`src/rtl/midi_port_pkg.sv`:
```
package midi_port_pkg;

    typedef enum logic [0:0] {
        CMD_IDLE = 1'b0,
        CMD_ACK  = 1'b1
    } cmd_state_t;

    typedef enum logic [0:0] {
        TX_IDLE = 1'b0,
        TX_BUSY = 1'b1
    } tx_state_t;

    localparam logic [7:0] CMD_CODE_RESET    = 8'hFF;
    localparam logic [7:0] CMD_CODE_PASSTHRU = 8'h3F;
    localparam logic [7:0] ACK_BYTE          = 8'hFE;

endpackage

```
`src/rtl/midi_rx_fifo.sv`:
```
module midi_rx_fifo #(
    parameter int WIDTH = 8,
    parameter int DEPTH = 16
) (
    input  logic                     clk,
    input  logic                     rst,
    input  logic                     push,
    input  logic [WIDTH-1:0]         push_data,
    input  logic                     pop,
    output logic [WIDTH-1:0]         head,
    output logic                     empty,
    output logic                     full,
    output logic [$clog2(DEPTH):0]   count
);
    localparam int AW = $clog2(DEPTH);
    localparam int CW = AW + 1;

    logic [WIDTH-1:0] store [DEPTH];
    logic [AW-1:0]    wr_ptr;
    logic [AW-1:0]    rd_ptr;
    logic             do_push;
    logic             do_pop;

    assign empty   = (count == '0);
    assign full    = (count == CW'(DEPTH));
    assign do_push = push && !full;
    assign do_pop  = pop && !empty;
    assign head    = store[rd_ptr];

    always_ff @(posedge clk) begin
        if (do_push) begin
            store[wr_ptr] <= push_data;
        end
    end

    always_ff @(posedge clk) begin
        if (rst) begin
            wr_ptr <= '0;
            rd_ptr <= '0;
            count  <= '0;
        end else begin
            if (do_push) begin
                wr_ptr <= (wr_ptr == AW'(DEPTH - 1)) ? '0 : wr_ptr + 1'b1;
            end
            if (do_pop) begin
                rd_ptr <= (rd_ptr == AW'(DEPTH - 1)) ? '0 : rd_ptr + 1'b1;
            end
            unique case ({do_push, do_pop})
                2'b10:   count <= count + 1'b1;
                2'b01:   count <= count - 1'b1;
                default: count <= count;
            endcase
        end
    end
endmodule

```
`src/rtl/midi_cmd_ctrl.sv`:
```
module midi_cmd_ctrl
    import midi_port_pkg::*;
(
    input  logic       clk,
    input  logic       rst,
    input  logic       cmd_wr,
    input  logic [7:0] cmd_code,
    input  logic       blocked,
    output logic       ack_push
);
    cmd_state_t state_q;
    cmd_state_t state_d;
    logic       wants_ack;

    assign wants_ack = (cmd_code == CMD_CODE_RESET) || (cmd_code == CMD_CODE_PASSTHRU);

    always_ff @(posedge clk) begin
        if (rst) begin
            state_q <= CMD_IDLE;
        end else begin
            state_q <= state_d;
        end
    end

    always_comb begin
        state_d  = state_q;
        ack_push = 1'b0;
        unique case (state_q)
            CMD_IDLE: begin
                if (cmd_wr && wants_ack) begin
                    state_d = CMD_ACK;
                end
            end
            CMD_ACK: begin
                if (!blocked) begin
                    ack_push = 1'b1;
                    state_d  = CMD_IDLE;
                end
            end
            default: state_d = CMD_IDLE;
        endcase
    end
endmodule

```
`src/rtl/midi_tx_hold.sv`:
```
module midi_tx_hold
    import midi_port_pkg::*;
(
    input  logic       clk,
    input  logic       rst,
    input  logic       load,
    input  logic [7:0] load_data,
    input  logic       tx_ready,
    output logic       tx_valid,
    output logic [7:0] tx_byte
);
    tx_state_t state_q;
    tx_state_t state_d;
    logic      capture;

    always_ff @(posedge clk) begin
        if (rst) begin
            state_q <= TX_IDLE;
            tx_byte <= '0;
        end else begin
            state_q <= state_d;
            if (capture) begin
                tx_byte <= load_data;
            end
        end
    end

    always_comb begin
        state_d  = state_q;
        capture  = 1'b0;
        tx_valid = 1'b0;
        unique case (state_q)
            TX_IDLE: begin
                if (load) begin
                    capture = 1'b1;
                    state_d = TX_BUSY;
                end
            end
            TX_BUSY: begin
                tx_valid = 1'b1;
                if (tx_ready) begin
                    state_d = TX_IDLE;
                end
            end
            default: state_d = TX_IDLE;
        endcase
    end
endmodule

```
`src/rtl/midi_host_port.sv`:
```
module midi_host_port
    import midi_port_pkg::*;
#(
    parameter int DEPTH = 16
) (
    input  logic       clk,
    input  logic       rst,
    input  logic       host_addr,
    input  logic       host_wr,
    input  logic       host_rd,
    input  logic [7:0] host_wdata,
    output logic [7:0] host_rdata,
    input  logic       activate,
    output logic       irq,
    input  logic       rx_valid,
    input  logic [7:0] rx_byte,
    output logic       tx_valid,
    input  logic       tx_ready,
    output logic [7:0] tx_byte,
    output logic       rx_overflow
);
    localparam int CW = $clog2(DEPTH) + 1;

    logic          data_wr;
    logic          cmd_wr;
    logic          data_rd;
    logic          ack_push;
    logic          fifo_push;
    logic [7:0]    fifo_in;
    logic [7:0]    fifo_head;
    logic          fifo_empty;
    logic          fifo_full;
    logic [CW-1:0] fifo_count;

    assign data_wr = host_wr && !host_addr;
    assign cmd_wr  = host_wr &&  host_addr;
    assign data_rd = host_rd && !host_addr;

    // receiver bytes win the single queue write port; an acknowledge waits
    assign fifo_push = rx_valid || ack_push;
    assign fifo_in   = rx_valid ? rx_byte : ACK_BYTE;

    midi_rx_fifo #(.WIDTH(8), .DEPTH(DEPTH)) u_fifo (
        .clk       (clk),
        .rst       (rst),
        .push      (fifo_push),
        .push_data (fifo_in),
        .pop       (data_rd),
        .head      (fifo_head),
        .empty     (fifo_empty),
        .full      (fifo_full),
        .count     (fifo_count)
    );

    midi_cmd_ctrl u_cmd (
        .clk      (clk),
        .rst      (rst),
        .cmd_wr   (cmd_wr),
        .cmd_code (host_wdata),
        .blocked  (rx_valid || fifo_full),
        .ack_push (ack_push)
    );

    midi_tx_hold u_tx (
        .clk       (clk),
        .rst       (rst),
        .load      (data_wr),
        .load_data (host_wdata),
        .tx_ready  (tx_ready),
        .tx_valid  (tx_valid),
        .tx_byte   (tx_byte)
    );

    always_ff @(posedge clk) begin
        if (rst) begin
            rx_overflow <= 1'b0;
        end else if (rx_valid && fifo_full) begin
            rx_overflow <= 1'b1;
        end
    end

    always_comb begin
        if (host_addr) begin
            host_rdata = {fifo_empty, tx_valid, 6'b000000};
        end else begin
            host_rdata = fifo_empty ? 8'h00 : fifo_head;
        end
    end

    assign irq = activate && !fifo_empty;
endmodule

```
`config.mk`:
```
export PLATFORM = sky130hd
export DESIGN_NAME = midi_host_port
export DESIGN_NICKNAME = d
export VERILOG_FILES = /design/src/rtl/midi_port_pkg.sv /design/src/rtl/midi_rx_fifo.sv /design/src/rtl/midi_cmd_ctrl.sv /design/src/rtl/midi_tx_hold.sv /design/src/rtl/midi_host_port.sv
export SDC_FILE = /design/constraint.sdc
export NUM_CORES = 1
export LEC_CHECK = 0
export BUFFER_PORTS_ARGS = -buffer_cell sky130_fd_sc_hd__buf_4
export CAP_MARGIN = 10
export CELL_PAD_IN_SITES_DETAIL_PLACEMENT = 0
export CELL_PAD_IN_SITES_GLOBAL_PLACEMENT = 1
export CORE_MARGIN = 2
export CORE_UTILIZATION = 53
export CTS_BUF_LIST = sky130_fd_sc_hd__clkbuf_8
export DETAILED_ROUTE_END_ITERATION = 8
export PLACE_DENSITY = 0.9
export REMOVE_ABC_BUFFERS = 1
export SLEW_MARGIN = 10
export SYNTH_ARGS = -nofsm -noshare
export SYNTH_HDL_FRONTEND = slang
export SYNTH_SLANG_ARGS = --single-unit
```
`constraint.sdc`:
```
create_clock -name clk -period 4 [get_ports clk]
set_input_delay 0.8 -clock clk [delete_from_list [all_inputs] [get_ports clk]]
set_output_delay 0.8 -clock clk [all_outputs]
set_load 0.02 [all_outputs]
```
==> results of run 1 <==
-- cell families after synthesis --
logic type / Yosys count
AO/OA/AOI/OAI: 38
adder cells (fa/ha/maj): 8
multiplexers: 47
buffers and inverters: 35
flip-flops: 156
XOR/XNOR: 6
AND/OR/NAND/NOR: 98
-- worst register-to-register path: stages (launching register included) --
cell     delay (ns)
dfxtp_1        0.43
nor4_4         0.38
a21oi_1        0.12
buf_4          0.17
inv_1          0.19
ha_1           0.36
xor2_1         0.13
ha_1           0.20
a21oi_1        0.23
a32oi_1        0.15
a31oi_1        0.19
mux2_2         0.35
-- registers in the layout (all words and copies together), names as in the netlist, named ones only --
| name | cells |
|---|---|
| u_fifo.rd_ptr | 4 |
| u_fifo.store | 128 |
| u_tx.state_q | 1 |
| u_cmd.state_q | 1 |
| u_tx.tx_byte | 8 |
| u_fifo.wr_ptr | 4 |
| u_fifo.count | 5 |
| rx_overflow | 1 |
-- synthesized netlist by cell type, drive strengths merged, types with 4 or more instances --
| cell | number |
|---|---|
| a21oi | 8 |
| inv | 9 |
| nor3b | 4 |
| a2111oi | 6 |
| nand2 | 12 |
| xor2 | 4 |
| a31oi | 4 |
| a211oi | 9 |
| and2 | 4 |
| nor2b | 6 |
| nand3 | 4 |
| ha | 8 |
| nor3 | 5 |
| clkbuf | 13 |
| edfxtp | 128 |
| buf | 11 |
| mux4 | 34 |
| nand2b | 7 |
| nor2 | 36 |
| dfxtp | 28 |
| mux2i | 11 |
-- how the worst min path moves through the flow --
| stage | endpoint | slack [ns] |
|---|---|---|
| 6_report | u_cmd.state_q$_SDFF_PP0_ | 0.48 |
| 5_1_grt | u_cmd.state_q$_SDFF_PP0_ | 0.50 |
| 3_5_place_dp | u_cmd.state_q$_SDFF_PP0_ | 0.48 |
| 3_3_place_gp | u_cmd.state_q$_SDFF_PP0_ | 0.48 |
| 4_1_cts | u_cmd.state_q$_SDFF_PP0_ | 0.49 |
| 2_1_floorplan | u_cmd.state_q$_SDFF_PP0_ | 0.43 |
-- final cells by class --
class / count / area (sq um)
tap: 147 / 183.9
timing repair buffer: 55 / 412.9
clock buffer: 17 / 234.0
clock inverter: 15 / 168.9
multi-input combinational: 197 / 1863
fill: 841 / 4652
inverter: 11 / 41.29
sequential: 156 / 4405
-- where the power goes --
part | switching [mW] | internal, mW
Clock | 0.569 | 0.616
Combinational | 0.225 | 0.209
Sequential | 0.0541 | 1.79
-- metrics by stage --
stage                     cells  hold WS [ns]  setup slack (ns)  power (mW)  utilization, %
final                       598        0.4838            0.5061       3.464           61.11
after global routing        598        0.4972            0.3298       3.598           61.11
after CTS                   598        0.4869            0.4289       3.501           61.11
after detailed placement    566        0.4752            0.7651       2.322           57.74
after global placement      566        0.4761            0.9193       2.310           57.74
after floorplan             364        0.4327            0.2583       2.155               -
-- layer usage --
metal / share of wire [%] / GRT usage, % / wire length (um)
met3: 6.0 / 5.982 / 746
met4: 1.8 / 8.455 / 229
met5: 0 / 0 / 0
met1: 42 / 26.57 / 5154
met2: 51 / 33.29 / 6270
==> run_summary.xml, run 1 <==
<?xml version="1.0" encoding="UTF-8"?>
<metrics>
  <group name="final_layout">
    <metric name="layout.nets" unit="">470</metric>
    <metric name="area_delta_synth_final" unit="%">13.44</metric>
    <metric name="most_frequent_standard_cell_in_the_layout_excluding_fill_and_tap_cells" unit="">edfxtp_1</metric>
    <metric name="layout.cells.most_common_list" unit="">edfxtp_1, buf_4, nor2_1, mux4_2, dfxtp_1</metric>
    <metric name="antennaDiodeCount" unit="">0</metric>
    <metric name="final_area" unit="sq mm">0.007310</metric>
    <metric name="drive_above_1_share" unit="%">27.49</metric>
  </group>
  <group name="synth">
    <metric name="synth_area" unit="sq mm">0.006444</metric>
    <metric name="synth_top_cells_by_area" unit="">edfxtp_1, mux4_2, dfxtp_1</metric>
    <metric name="post_synth_fa_ha_maj_area_fraction" unit="%">1.553</metric>
    <metric name="synth_mux_area_share" unit="%">14.12</metric>
    <metric name="synthCells" unit="">388</metric>
    <metric name="netlist.top_cell.by_area" unit="">edfxtp_1</metric>
    <metric name="post_synthesis_sequential_area_ratio" unit="%">68.35</metric>
    <metric name="synth.distinct_cells" unit="">53</metric>
    <metric name="number_of_register_bits_inferred_by_synthesis" unit="">156</metric>
    <metric name="synth_enable_flop_cells" unit="">128</metric>
    <metric name="postSynthAreaPerCell" unit="sq um">16.61</metric>
    <metric name="synth-simple-area-share" unit="%">8.078</metric>
    <metric name="proportion_of_register_bits_with_asynchronous_set_or_reset_after_synthesis" unit="%">0</metric>
    <metric name="synth-compound-area-share" unit="%">4.350</metric>
    <metric name="largest_family_of_logic_cells_by_synthesized_area" unit="">multiplexers</metric>
    <metric name="synthXorXnorAreaFrac" unit="%">0.8155</metric>
    <metric name="yosys_warnings" unit="">0</metric>
    <metric name="synth-main-ff-cell" unit="">edfxtp_1</metric>
    <metric name="post-synth-top-area-fraction" unit="%">59.65</metric>
  </group>
  <group name="timing">
    <metric name="min_tclk_post_route" unit="ns">3.494</metric>
    <metric name="final.period_utilization" unit="%">87.35</metric>
    <metric name="rsz_0062_raised_after_global_routing" unit="">false</metric>
    <metric name="final-hold-violation-count" unit="">0</metric>
    <metric name="tns" unit="ns">0</metric>
    <metric name="maxClockFrequency" unit="GHz">0.2862</metric>
    <metric name="timing.slew.headroom" unit="%">37.44</metric>
    <metric name="timing.final.setup_violations" unit="">0</metric>
    <metric name="timing_worst_slew_pin_value" unit="ns">0.9349</metric>
    <metric name="final.setup_skew" unit="ns">0.008653</metric>
    <metric name="report.final.slew_viol_count" unit="">0</metric>
  </group>
  <group name="grt">
    <metric name="wire_length_of_the_first_global_routing_pass" unit="um">19510</metric>
    <metric name="number_of_antenna_violations_at_the_first_check_in_global_routing" unit="">0</metric>
    <metric name="grt-ovfl-total" unit="">0</metric>
    <metric name="global_route.usage.total" unit="%">20.64</metric>
    <metric name="via_count_of_the_first_global_routing_pass" unit="">3624</metric>
    <metric name="largest_net_degree_at_the_start_of_global_routing" unit="">28</metric>
  </group>
  <group name="clock_network">
    <metric name="cts_made_buffers" unit="">17</metric>
    <metric name="post_cts.resized_instances" unit="">0</metric>
    <metric name="worst_skew_pair.late_latency" unit="ns">0.45</metric>
    <metric name="clock_sink_count" unit="">156</metric>
    <metric name="post_cts_setup_repair_buffer_count" unit="">0</metric>
    <metric name="cts_tree" unit="">built</metric>
    <metric name="cts_root_buffer" unit="">clkbuf_8</metric>
    <metric name="cts_hold_buffers" unit="">0</metric>
    <metric name="h-tree-depth" unit="">4</metric>
    <metric name="cts-root-to-sink-buffers" unit="">2</metric>
    <metric name="clk_transition_reported_paths" unit="ns">0.08</metric>
  </group>
  <group name="run">
    <metric name="cap_violations" unit="">0</metric>
  </group>
  <group name="outcome">
    <metric name="outcome" unit="">finished clean</metric>
  </group>
  <group name="worst_setup_path">
    <metric name="worst_ep_arrival_time" unit="ns">2.69</metric>
    <metric name="critPathRequiredTime" unit="ns">3.20</metric>
    <metric name="critPathTopFamily" unit="">multiplexers</metric>
    <metric name="critical_path.startpoint_type" unit="">register</metric>
    <metric name="endpoint_kind" unit="">primary output</metric>
    <metric name="endpoint" unit="">host_rdata[7]</metric>
    <metric name="ff2ff_setup_slack" unit="ns">0.99</metric>
    <metric name="path_depth" unit="">5</metric>
    <metric name="slowest_cell_delay_on_critical_path" unit="ns">0.82</metric>
    <metric name="rr_endpoint" unit="">u_fifo.count[4]$_SDFFE_PP0P_</metric>
    <metric name="worst_r2r_src" unit="">u_fifo.count[2]$_SDFFE_PP0P_</metric>
    <metric name="r2r_cells" unit="">11</metric>
    <metric name="worst-path-max-fanout" unit="">13</metric>
    <metric name="crit_chain" unit="">mux4_1 -&gt; mux4_2 -&gt; clkinv_1 -&gt; o21ai_2 -&gt; buf_4</metric>
    <metric name="worst_path_max_delay_cell" unit="">dfxtp_1</metric>
    <metric name="worstSetupPathType" unit="">reg -&gt; out</metric>
    <metric name="worstPathBufferInverterCount" unit="">2</metric>
  </group>
  <group name="place">
    <metric name="placed_area" unit="sq mm">0.006907</metric>
    <metric name="gp_congestion" unit="">0.7980</metric>
    <metric name="dp.final_hpwl" unit="um">8404</metric>
    <metric name="io_buffer_count" unit="">42</metric>
  </group>
  <group name="die">
    <metric name="initial_core_util" unit="%">53.87</metric>
    <metric name="floorplan.core_area" unit="sq mm">0.01196</metric>
    <metric name="core.rowCount" unit="">40</metric>
    <metric name="boundaryPins" unit="">43</metric>
    <metric name="fp.dieArea" unit="sq mm">0.01306</metric>
    <metric name="die_width" unit="um">114.3</metric>
    <metric name="chipHeight" unit="um">114.3</metric>
  </group>
  <group name="hold_path">
    <metric name="hold_path.class" unit="">reg -&gt; reg</metric>
    <metric name="hold_depth" unit="">1</metric>
    <metric name="min-delay-start" unit="">u_cmd.state_q$_SDFF_PP0_</metric>
  </group>
  <group name="detailed_routing">
    <metric name="route.detailed.drc" unit="">0</metric>
    <metric name="drtAntennaViolNets" unit="">0</metric>
    <metric name="detailroute.via_count" unit="">3504</metric>
    <metric name="finalWirelength" unit="um">12400</metric>
    <metric name="post_drt_via_cell_ratio" unit="">5.860</metric>
    <metric name="detail_route.first_pass.iterations" unit="">5</metric>
    <metric name="initialDrtViolationCount" unit="">325</metric>
    <metric name="routed_wire_length_per_instance" unit="um">20.74</metric>
  </group>
  <group name="pwr">
    <metric name="pleak" unit="nW">2.460</metric>
    <metric name="ir_drop" unit="mV">0.2837</metric>
    <metric name="power_per_cell_area" unit="mW/mm^2">473.9</metric>
  </group>
</metrics>
Power figures use the tool's default switching activity.
==> run 2: changes to the inputs <==
--- a/config.mk
+++ b/config.mk
@@ -5,16 +5,17 @@
 export SDC_FILE = /design/constraint.sdc
 export NUM_CORES = 1
 export LEC_CHECK = 0
-export BUFFER_PORTS_ARGS = -buffer_cell sky130_fd_sc_hd__buf_4
 export CAP_MARGIN = 10
 export CELL_PAD_IN_SITES_DETAIL_PLACEMENT = 0
 export CELL_PAD_IN_SITES_GLOBAL_PLACEMENT = 1
 export CORE_MARGIN = 2
-export CORE_UTILIZATION = 53
+export CORE_UTILIZATION = 56
 export CTS_BUF_LIST = sky130_fd_sc_hd__clkbuf_8
 export DETAILED_ROUTE_END_ITERATION = 8
+export DONT_BUFFER_PORTS = 1
 export PLACE_DENSITY = 0.9
 export REMOVE_ABC_BUFFERS = 1
+export SETUP_SLACK_MARGIN = 0.15
 export SLEW_MARGIN = 10
 export SYNTH_ARGS = -nofsm -noshare
 export SYNTH_HDL_FRONTEND = slang
==> run 2 against run 1 <==
Power up 3.0%; non-clock buffer count is 38 lower; clock skew increased by 0.0012 ns; largest cell class unchanged; sequential power is essentially flat; largest power group unchanged; cell area fell by 2.9%; critical path type unchanged; core utilization up 1.6 points; maximum frequency fell by 0.70%; via count is 2.0% lower; flip-flop and latch count did not move; combinational power down 11%; critical path depth unchanged.
==> run_summary.xml, run 2 (synthesis gave the netlist of run 1 again) <==
<?xml version="1.0" encoding="UTF-8"?>
<metrics>
  <group name="final_layout">
    <metric name="reg_top3" unit="">u_fifo.store x128, u_tx.tx_byte x8, u_fifo.count x5</metric>
    <metric name="most_frequent_standard_cell_in_the_layout_excluding_fill_and_tap_cells" unit="">edfxtp_1</metric>
    <metric name="layout.cells.most_common_list" unit="">edfxtp_1, nor2_1, mux4_2, dfxtp_1, clkbuf_8</metric>
    <metric name="largest_register_ffs" unit="">128</metric>
    <metric name="max_flop_register" unit="">u_fifo.store</metric>
    <metric name="post-route-util" unit="%">62.71</metric>
    <metric name="drive_above_1_share" unit="%">21.79</metric>
    <metric name="layout.nets" unit="">432</metric>
    <metric name="final_area" unit="sq mm">0.007099</metric>
    <metric name="area_delta_synth_final" unit="%">10.17</metric>
  </group>
  <group name="pwr">
    <metric name="switching_power" unit="mW">0.8421</metric>
    <metric name="ir_drop" unit="mV">0.2055</metric>
    <metric name="seq_power_share" unit="%">51.7</metric>
    <metric name="p_sw_share" unit="%">23.59</metric>
    <metric name="total_power" unit="mW">3.569</metric>
    <metric name="internal_power" unit="mW">2.727</metric>
    <metric name="power_per_cell_area" unit="mW/mm^2">502.8</metric>
    <metric name="comb_power_share" unit="%">10.9</metric>
    <metric name="clock_power_share" unit="%">37.5</metric>
    <metric name="pleak" unit="nW">2.299</metric>
  </group>
  <group name="timing">
    <metric name="timing_worst_slew_pin_value" unit="ns">0.9500</metric>
    <metric name="timing.slew.headroom" unit="%">36.58</metric>
    <metric name="tns" unit="ns">0</metric>
    <metric name="rsz_0062_raised_after_global_routing" unit="">false</metric>
    <metric name="final-hold-violation-count" unit="">0</metric>
    <metric name="min_tclk_post_route" unit="ns">3.519</metric>
    <metric name="timing.final.setup_violations" unit="">0</metric>
    <metric name="report.final.slew_viol_count" unit="">0</metric>
    <metric name="maxClockFrequency" unit="GHz">0.2842</metric>
    <metric name="worst_setup_margin" unit="ns">0.4813</metric>
    <metric name="final.setup_skew" unit="ns">0.009819</metric>
    <metric name="final.period_utilization" unit="%">87.97</metric>
  </group>
  <group name="clock_network">
    <metric name="post_cts.resized_instances" unit="">0</metric>
    <metric name="h-tree-depth" unit="">4</metric>
    <metric name="worst_skew_pair.late_latency" unit="ns">0.44</metric>
    <metric name="clock_sink_count" unit="">156</metric>
    <metric name="cts_made_buffers" unit="">17</metric>
    <metric name="cts-root-to-sink-buffers" unit="">2</metric>
    <metric name="cts_root_buffer" unit="">clkbuf_8</metric>
    <metric name="cts_hold_buffers" unit="">0</metric>
    <metric name="post_cts_setup_repair_buffer_count" unit="">0</metric>
    <metric name="clk_transition_reported_paths" unit="ns">0.08</metric>
    <metric name="cts_tree" unit="">built</metric>
  </group>
  <group name="hold_path">
    <metric name="hold_path.class" unit="">in -&gt; reg</metric>
    <metric name="min-delay-start" unit="">rst</metric>
  </group>
  <group name="detailed_routing">
    <metric name="route.detailed.drc" unit="">0</metric>
    <metric name="detailroute.via_count" unit="">3434</metric>
    <metric name="post_drt_via_cell_ratio" unit="">6.165</metric>
    <metric name="initialDrtViolationCount" unit="">251</metric>
    <metric name="drtAntennaViolNets" unit="">0</metric>
    <metric name="detail_route.first_pass.iterations" unit="">4</metric>
    <metric name="finalWirelength" unit="um">12540</metric>
    <metric name="routed_wire_length_per_instance" unit="um">22.50</metric>
  </group>
  <group name="grt">
    <metric name="top_usage_layer" unit="">met2</metric>
    <metric name="global_route.usage.total" unit="%">21.62</metric>
    <metric name="met1_usage" unit="%">27.57</metric>
    <metric name="met3_usage" unit="%">5.577</metric>
    <metric name="via_count_of_the_first_global_routing_pass" unit="">3444</metric>
    <metric name="wire_length_of_the_first_global_routing_pass" unit="um">19530</metric>
    <metric name="number_of_antenna_violations_at_the_first_check_in_global_routing" unit="">1</metric>
    <metric name="largest_net_degree_at_the_start_of_global_routing" unit="">28</metric>
    <metric name="grt-ovfl-total" unit="">0</metric>
    <metric name="global_route.usage.met2" unit="%">35.77</metric>
  </group>
  <group name="worst_setup_path">
    <metric name="crit_chain" unit="">buf_4 -&gt; mux4_2 -&gt; nor2_1 -&gt; a2111oi_1 -&gt; buf_4</metric>
    <metric name="endpoint_kind" unit="">primary output</metric>
    <metric name="critPathRequiredTime" unit="ns">3.20</metric>
    <metric name="worst_r2r_src" unit="">u_fifo.count[2]$_SDFFE_PP0P_</metric>
    <metric name="worst_path_max_delay_cell" unit="">dfxtp_1</metric>
    <metric name="critPathTopFamily" unit="">flip-flops</metric>
    <metric name="slowest_cell_delay_on_critical_path" unit="ns">0.90</metric>
    <metric name="worstPathBufferInverterCount" unit="">2</metric>
    <metric name="worst-path-max-fanout" unit="">18</metric>
    <metric name="worstSetupPathType" unit="">reg -&gt; out</metric>
    <metric name="critical_path.startpoint_type" unit="">register</metric>
    <metric name="crit_path_frequent_cell" unit="">buf_4</metric>
    <metric name="worst_ep_arrival_time" unit="ns">2.72</metric>
  </group>
  <group name="die">
    <metric name="fp.dieArea" unit="sq mm">0.01238</metric>
    <metric name="floorplan.core_area" unit="sq mm">0.01132</metric>
    <metric name="core.rowCount" unit="">39</metric>
    <metric name="initial_core_util" unit="%">56.92</metric>
    <metric name="boundaryPins" unit="">43</metric>
    <metric name="chipHeight" unit="um">111.3</metric>
    <metric name="die_width" unit="um">111.3</metric>
  </group>
  <group name="place">
    <metric name="dp.final_hpwl" unit="um">8255</metric>
    <metric name="gp_congestion" unit="">0.7829</metric>
    <metric name="place_ws" unit="ns">0.6814</metric>
    <metric name="io_buffer_count" unit="">0</metric>
    <metric name="placed_area" unit="sq mm">0.006630</metric>
  </group>
  <group name="outcome">
    <metric name="outcome" unit="">finished clean</metric>
  </group>
  <group name="run">
    <metric name="cap_violations" unit="">0</metric>
  </group>
</metrics>
-- run 2: layer usage --
metal  part of all wire, %  routed length (um)  vias to the layer above
li1                      -                   -                     1545
met1                    40                5044                     1756
met2                    52                6565                      113
met3                   5.4                 671                       20
met4                   2.0                 253                        0
met5                     0                   0                        -
-- run 2: worst paths after layout --
| check | slack (ns) | endpoint | depth (start not counted) |
|---|---|---|---|
| max reg2reg | 0.76 | u_fifo.count[4]$_SDFFE_PP0P_ | 10 |
| min reg2reg | 0.49 | u_cmd.state_q$_SDFF_PP0_ | 1 |
| min | 0.43 | u_fifo.wr_ptr[1]$_SDFFE_PP0P_ | 1 |
| max | 0.48 | host_rdata[4] | 5 |
-- run 2: layout make-up --
class / count / area, sq um
antenna: 1 / 2.502
clock buffer: 18 / 247.7
clock inverter: 14 / 219.0
fill: 801 / 4222
inverter: 11 / 41.29
multi-input combinational: 197 / 1877
sequential: 156 / 4405
tap: 143 / 178.9
timing repair buffer: 17 / 127.6
-- run 2: power groups by stage --
| stage | logic [mW] | clock network [mW] | registers [mW] |
|---|---|---|---|
| 2_1_floorplan | 0.273 | 0 | 1.88 |
| 3_5_place_dp | 0.390 | 0 | 1.88 |
| 4_1_cts | 0.391 | 1.36 | 1.84 |
| 6_report | 0.388 | 1.34 | 1.84 |
| 3_3_place_gp | 0.380 | 0 | 1.88 |
| 5_1_grt | 0.420 | 1.43 | 1.85 |
-- run 2: stage by stage --
stage,instances,hold slack [ns]
after floorplan,364,0.4327
after global placement,524,0.4764
after detailed placement,524,0.4736
after CTS,556,0.3934
after global routing,556,0.3862
final,557,0.4260
==> run 3: changes to the inputs <==
--- a/config.mk
+++ b/config.mk
@@ -6,13 +6,12 @@
 export NUM_CORES = 1
 export LEC_CHECK = 0
 export CAP_MARGIN = 10
-export CELL_PAD_IN_SITES_DETAIL_PLACEMENT = 0
-export CELL_PAD_IN_SITES_GLOBAL_PLACEMENT = 1
 export CORE_MARGIN = 2
-export CORE_UTILIZATION = 56
+export CORE_UTILIZATION = 65
 export CTS_BUF_LIST = sky130_fd_sc_hd__clkbuf_8
 export DETAILED_ROUTE_END_ITERATION = 8
 export DONT_BUFFER_PORTS = 1
+export MAX_ROUTING_LAYER = met4
 export PLACE_DENSITY = 0.9
 export REMOVE_ABC_BUFFERS = 1
 export SETUP_SLACK_MARGIN = 0.15
==> run 3 against run 2 <==
Sequential power about the same; final cell count down 1.4%; non-clock buffer count unchanged; clock power down 11%; clock-buffer cell count up 2; setup slack worse by 0.048 ns; die area down 13%; global-route usage up 5.0 points; combinational power about the same; wire length up 3.7%; critical endpoint is now host_rdata[7].
==> run_summary.xml, run 3 (synthesis gave the netlist of run 1 again) <==
<?xml version="1.0" encoding="UTF-8"?>
<metrics>
  <group name="clock_network">
    <metric name="cts_made_buffers" unit="">17</metric>
    <metric name="cts_root_buffer" unit="">clkbuf_8</metric>
    <metric name="post_cts_setup_repair_buffer_count" unit="">0</metric>
    <metric name="cts_tree" unit="">built</metric>
    <metric name="clk_transition_reported_paths" unit="ns">0.08</metric>
    <metric name="post_cts.resized_instances" unit="">0</metric>
    <metric name="clock_sink_count" unit="">156</metric>
    <metric name="cts-root-to-sink-buffers" unit="">2</metric>
    <metric name="h-tree-depth" unit="">4</metric>
    <metric name="worst_skew_pair.late_latency" unit="ns">0.45</metric>
    <metric name="cts_hold_buffers" unit="">0</metric>
  </group>
  <group name="worst_setup_path">
    <metric name="worst_ep_arrival_time" unit="ns">2.77</metric>
    <metric name="worst_r2r_src" unit="">u_fifo.count[2]$_SDFFE_PP0P_</metric>
    <metric name="rr_endpoint" unit="">u_fifo.count[4]$_SDFFE_PP0P_</metric>
    <metric name="worstSetupPathType" unit="">reg -&gt; out</metric>
    <metric name="ff2ff_setup_slack" unit="ns">0.71</metric>
    <metric name="r2r_cells" unit="">10</metric>
    <metric name="endpoint_kind" unit="">primary output</metric>
    <metric name="critPathRequiredTime" unit="ns">3.20</metric>
    <metric name="worst-path-max-fanout" unit="">19</metric>
    <metric name="critical_path.startpoint_type" unit="">register</metric>
  </group>
  <group name="run">
    <metric name="cap_violations" unit="">0</metric>
  </group>
  <group name="timing">
    <metric name="min_tclk_post_route" unit="ns">3.566</metric>
    <metric name="final.period_utilization" unit="%">89.16</metric>
    <metric name="tns" unit="ns">0</metric>
    <metric name="report.final.slew_viol_count" unit="">0</metric>
    <metric name="worst_setup_margin" unit="ns">0.4338</metric>
    <metric name="maxClockFrequency" unit="GHz">0.2804</metric>
    <metric name="final-hold-violation-count" unit="">0</metric>
    <metric name="final.setup_skew" unit="ns">0.01531</metric>
    <metric name="timing.slew.headroom" unit="%">28.99</metric>
    <metric name="rsz_0062_raised_after_global_routing" unit="">false</metric>
    <metric name="timing_worst_slew_pin_value" unit="ns">1.061</metric>
    <metric name="hold_slack" unit="ns">0.4027</metric>
    <metric name="timing.final.setup_violations" unit="">0</metric>
  </group>
  <group name="final_layout">
    <metric name="area_delta_synth_final" unit="%">9.049</metric>
    <metric name="fillCellCount" unit="">546</metric>
    <metric name="largest_register_ffs" unit="">128</metric>
    <metric name="max_flop_register" unit="">u_fifo.store</metric>
    <metric name="reg_top3" unit="">u_fifo.store x128, u_tx.tx_byte x8, u_fifo.count x5</metric>
    <metric name="area_of_the_multi_input_gates" unit="sq mm">0.001871</metric>
    <metric name="drive_above_1_share" unit="%">20.58</metric>
    <metric name="layout.nets" unit="">432</metric>
    <metric name="layout.cells.most_common_list" unit="">edfxtp_1, nor2_1, mux4_2, dfxtp_1, clkbuf_8</metric>
    <metric name="seq_area" unit="sq mm">0.004405</metric>
    <metric name="most_frequent_standard_cell_in_the_layout_excluding_fill_and_tap_cells" unit="">edfxtp_1</metric>
  </group>
  <group name="place">
    <metric name="io_buffer_count" unit="">0</metric>
    <metric name="dp.final_hpwl" unit="um">8274</metric>
    <metric name="place_ws" unit="ns">0.7096</metric>
    <metric name="gp_congestion" unit="">0.8716</metric>
  </group>
  <group name="detailed_routing">
    <metric name="post_drt_via_cell_ratio" unit="">6.486</metric>
    <metric name="route.detailed.drc" unit="">0</metric>
    <metric name="routed_wire_length_per_instance" unit="um">23.68</metric>
    <metric name="detail_route.first_pass.iterations" unit="">7</metric>
    <metric name="finalWirelength" unit="um">13000</metric>
    <metric name="drtAntennaViolNets" unit="">0</metric>
    <metric name="initialDrtViolationCount" unit="">392</metric>
    <metric name="detailroute.via_count" unit="">3561</metric>
  </group>
  <group name="die">
    <metric name="boundaryPins" unit="">43</metric>
    <metric name="core.rowCount" unit="">36</metric>
    <metric name="initial_core_util" unit="%">66.54</metric>
    <metric name="floorplan.core_area" unit="sq mm">0.009684</metric>
    <metric name="fp.dieArea" unit="sq mm">0.01073</metric>
    <metric name="die_width" unit="um">103.6</metric>
    <metric name="chipHeight" unit="um">103.6</metric>
  </group>
  <group name="pwr">
    <metric name="ir_drop" unit="mV">0.3052</metric>
    <metric name="pleak" unit="nW">2.292</metric>
    <metric name="power_per_cell_area" unit="mW/mm^2">488.6</metric>
  </group>
  <group name="hold_path">
    <metric name="hold_path.class" unit="">in -&gt; reg</metric>
    <metric name="hold_depth" unit="">1</metric>
    <metric name="min-delay-start" unit="">rst</metric>
    <metric name="min_delay_worst_endpoint" unit="">u_fifo.count[2]$_SDFFE_PP0P_</metric>
  </group>
  <group name="grt">
    <metric name="number_of_antenna_violations_at_the_first_check_in_global_routing" unit="">3</metric>
    <metric name="largest_net_degree_at_the_start_of_global_routing" unit="">28</metric>
    <metric name="via_count_of_the_first_global_routing_pass" unit="">3410</metric>
    <metric name="wire_length_of_the_first_global_routing_pass" unit="um">19910</metric>
    <metric name="global_route.usage.total" unit="%">26.64</metric>
    <metric name="grt-ovfl-total" unit="">0</metric>
  </group>
  <group name="outcome">
    <metric name="outcome" unit="">finished clean</metric>
  </group>
</metrics>
run 3: per-stage QoR:
stage	cells	power, mW	utilization [%]	cell area (sq um)
floorplan	364	2.155	-	6309
global placement	514	2.253	68.27	6611
detailed placement	514	2.274	68.27	6611
CTS	546	3.443	72.48	7019
global route	549	3.546	72.56	7027
finish	549	3.433	72.56	7027
run 3: how the worst max path moves through the flow:
stage,start,to,cells past startpoint
2_1_floorplan,register,host_rdata[0],4
3_3_place_gp,rx_valid,u_fifo.count[4]$_SDFFE_PP0P_,10
3_5_place_dp,rx_valid,u_fifo.count[4]$_SDFFE_PP0P_,10
4_1_cts,register,host_rdata[7],4
5_1_grt,register,host_rdata[7],4
6_report,register,host_rdata[7],4
run 3: area by class of cell:
class	instances	area share [%]
sequential	156	62.70
tap	133	2.368
multi-input combinational	197	26.62
clock buffer	20	3.917
inverter	11	0.5876
clock inverter	12	1.887
timing repair buffer	17	1.816
antenna	3	0.1068
run 3: layer usage:
metal | part of all wire (%) | vias to the layer above | track usage (%) | routed length (um)
met5 | 0 | - | - | 0
met4 | 3.3 | 0 | 13.22 | 435
met3 | 7.6 | 35 | 6.230 | 984
met2 | 51 | 197 | 40.16 | 6594
met1 | 38 | 1781 | 34.77 | 4986
li1 | - | 1548 | - | -
run 3: critical path, stage by stage (launching register included):
cell and delay (ns):
dfxtp_1 0.96, mux4_1 0.69, mux4_2 0.48, clkinv_1 0.07, o21ai_2 0.11
run 3: where the power goes:
part	internal (mW)	leakage, nW	switching [mW]
Combinational	0.174	0.698	0.211
Clock	0.653	0.229	0.540
Sequential	1.79	1.37	0.0637
Total	2.62	2.29	0.815
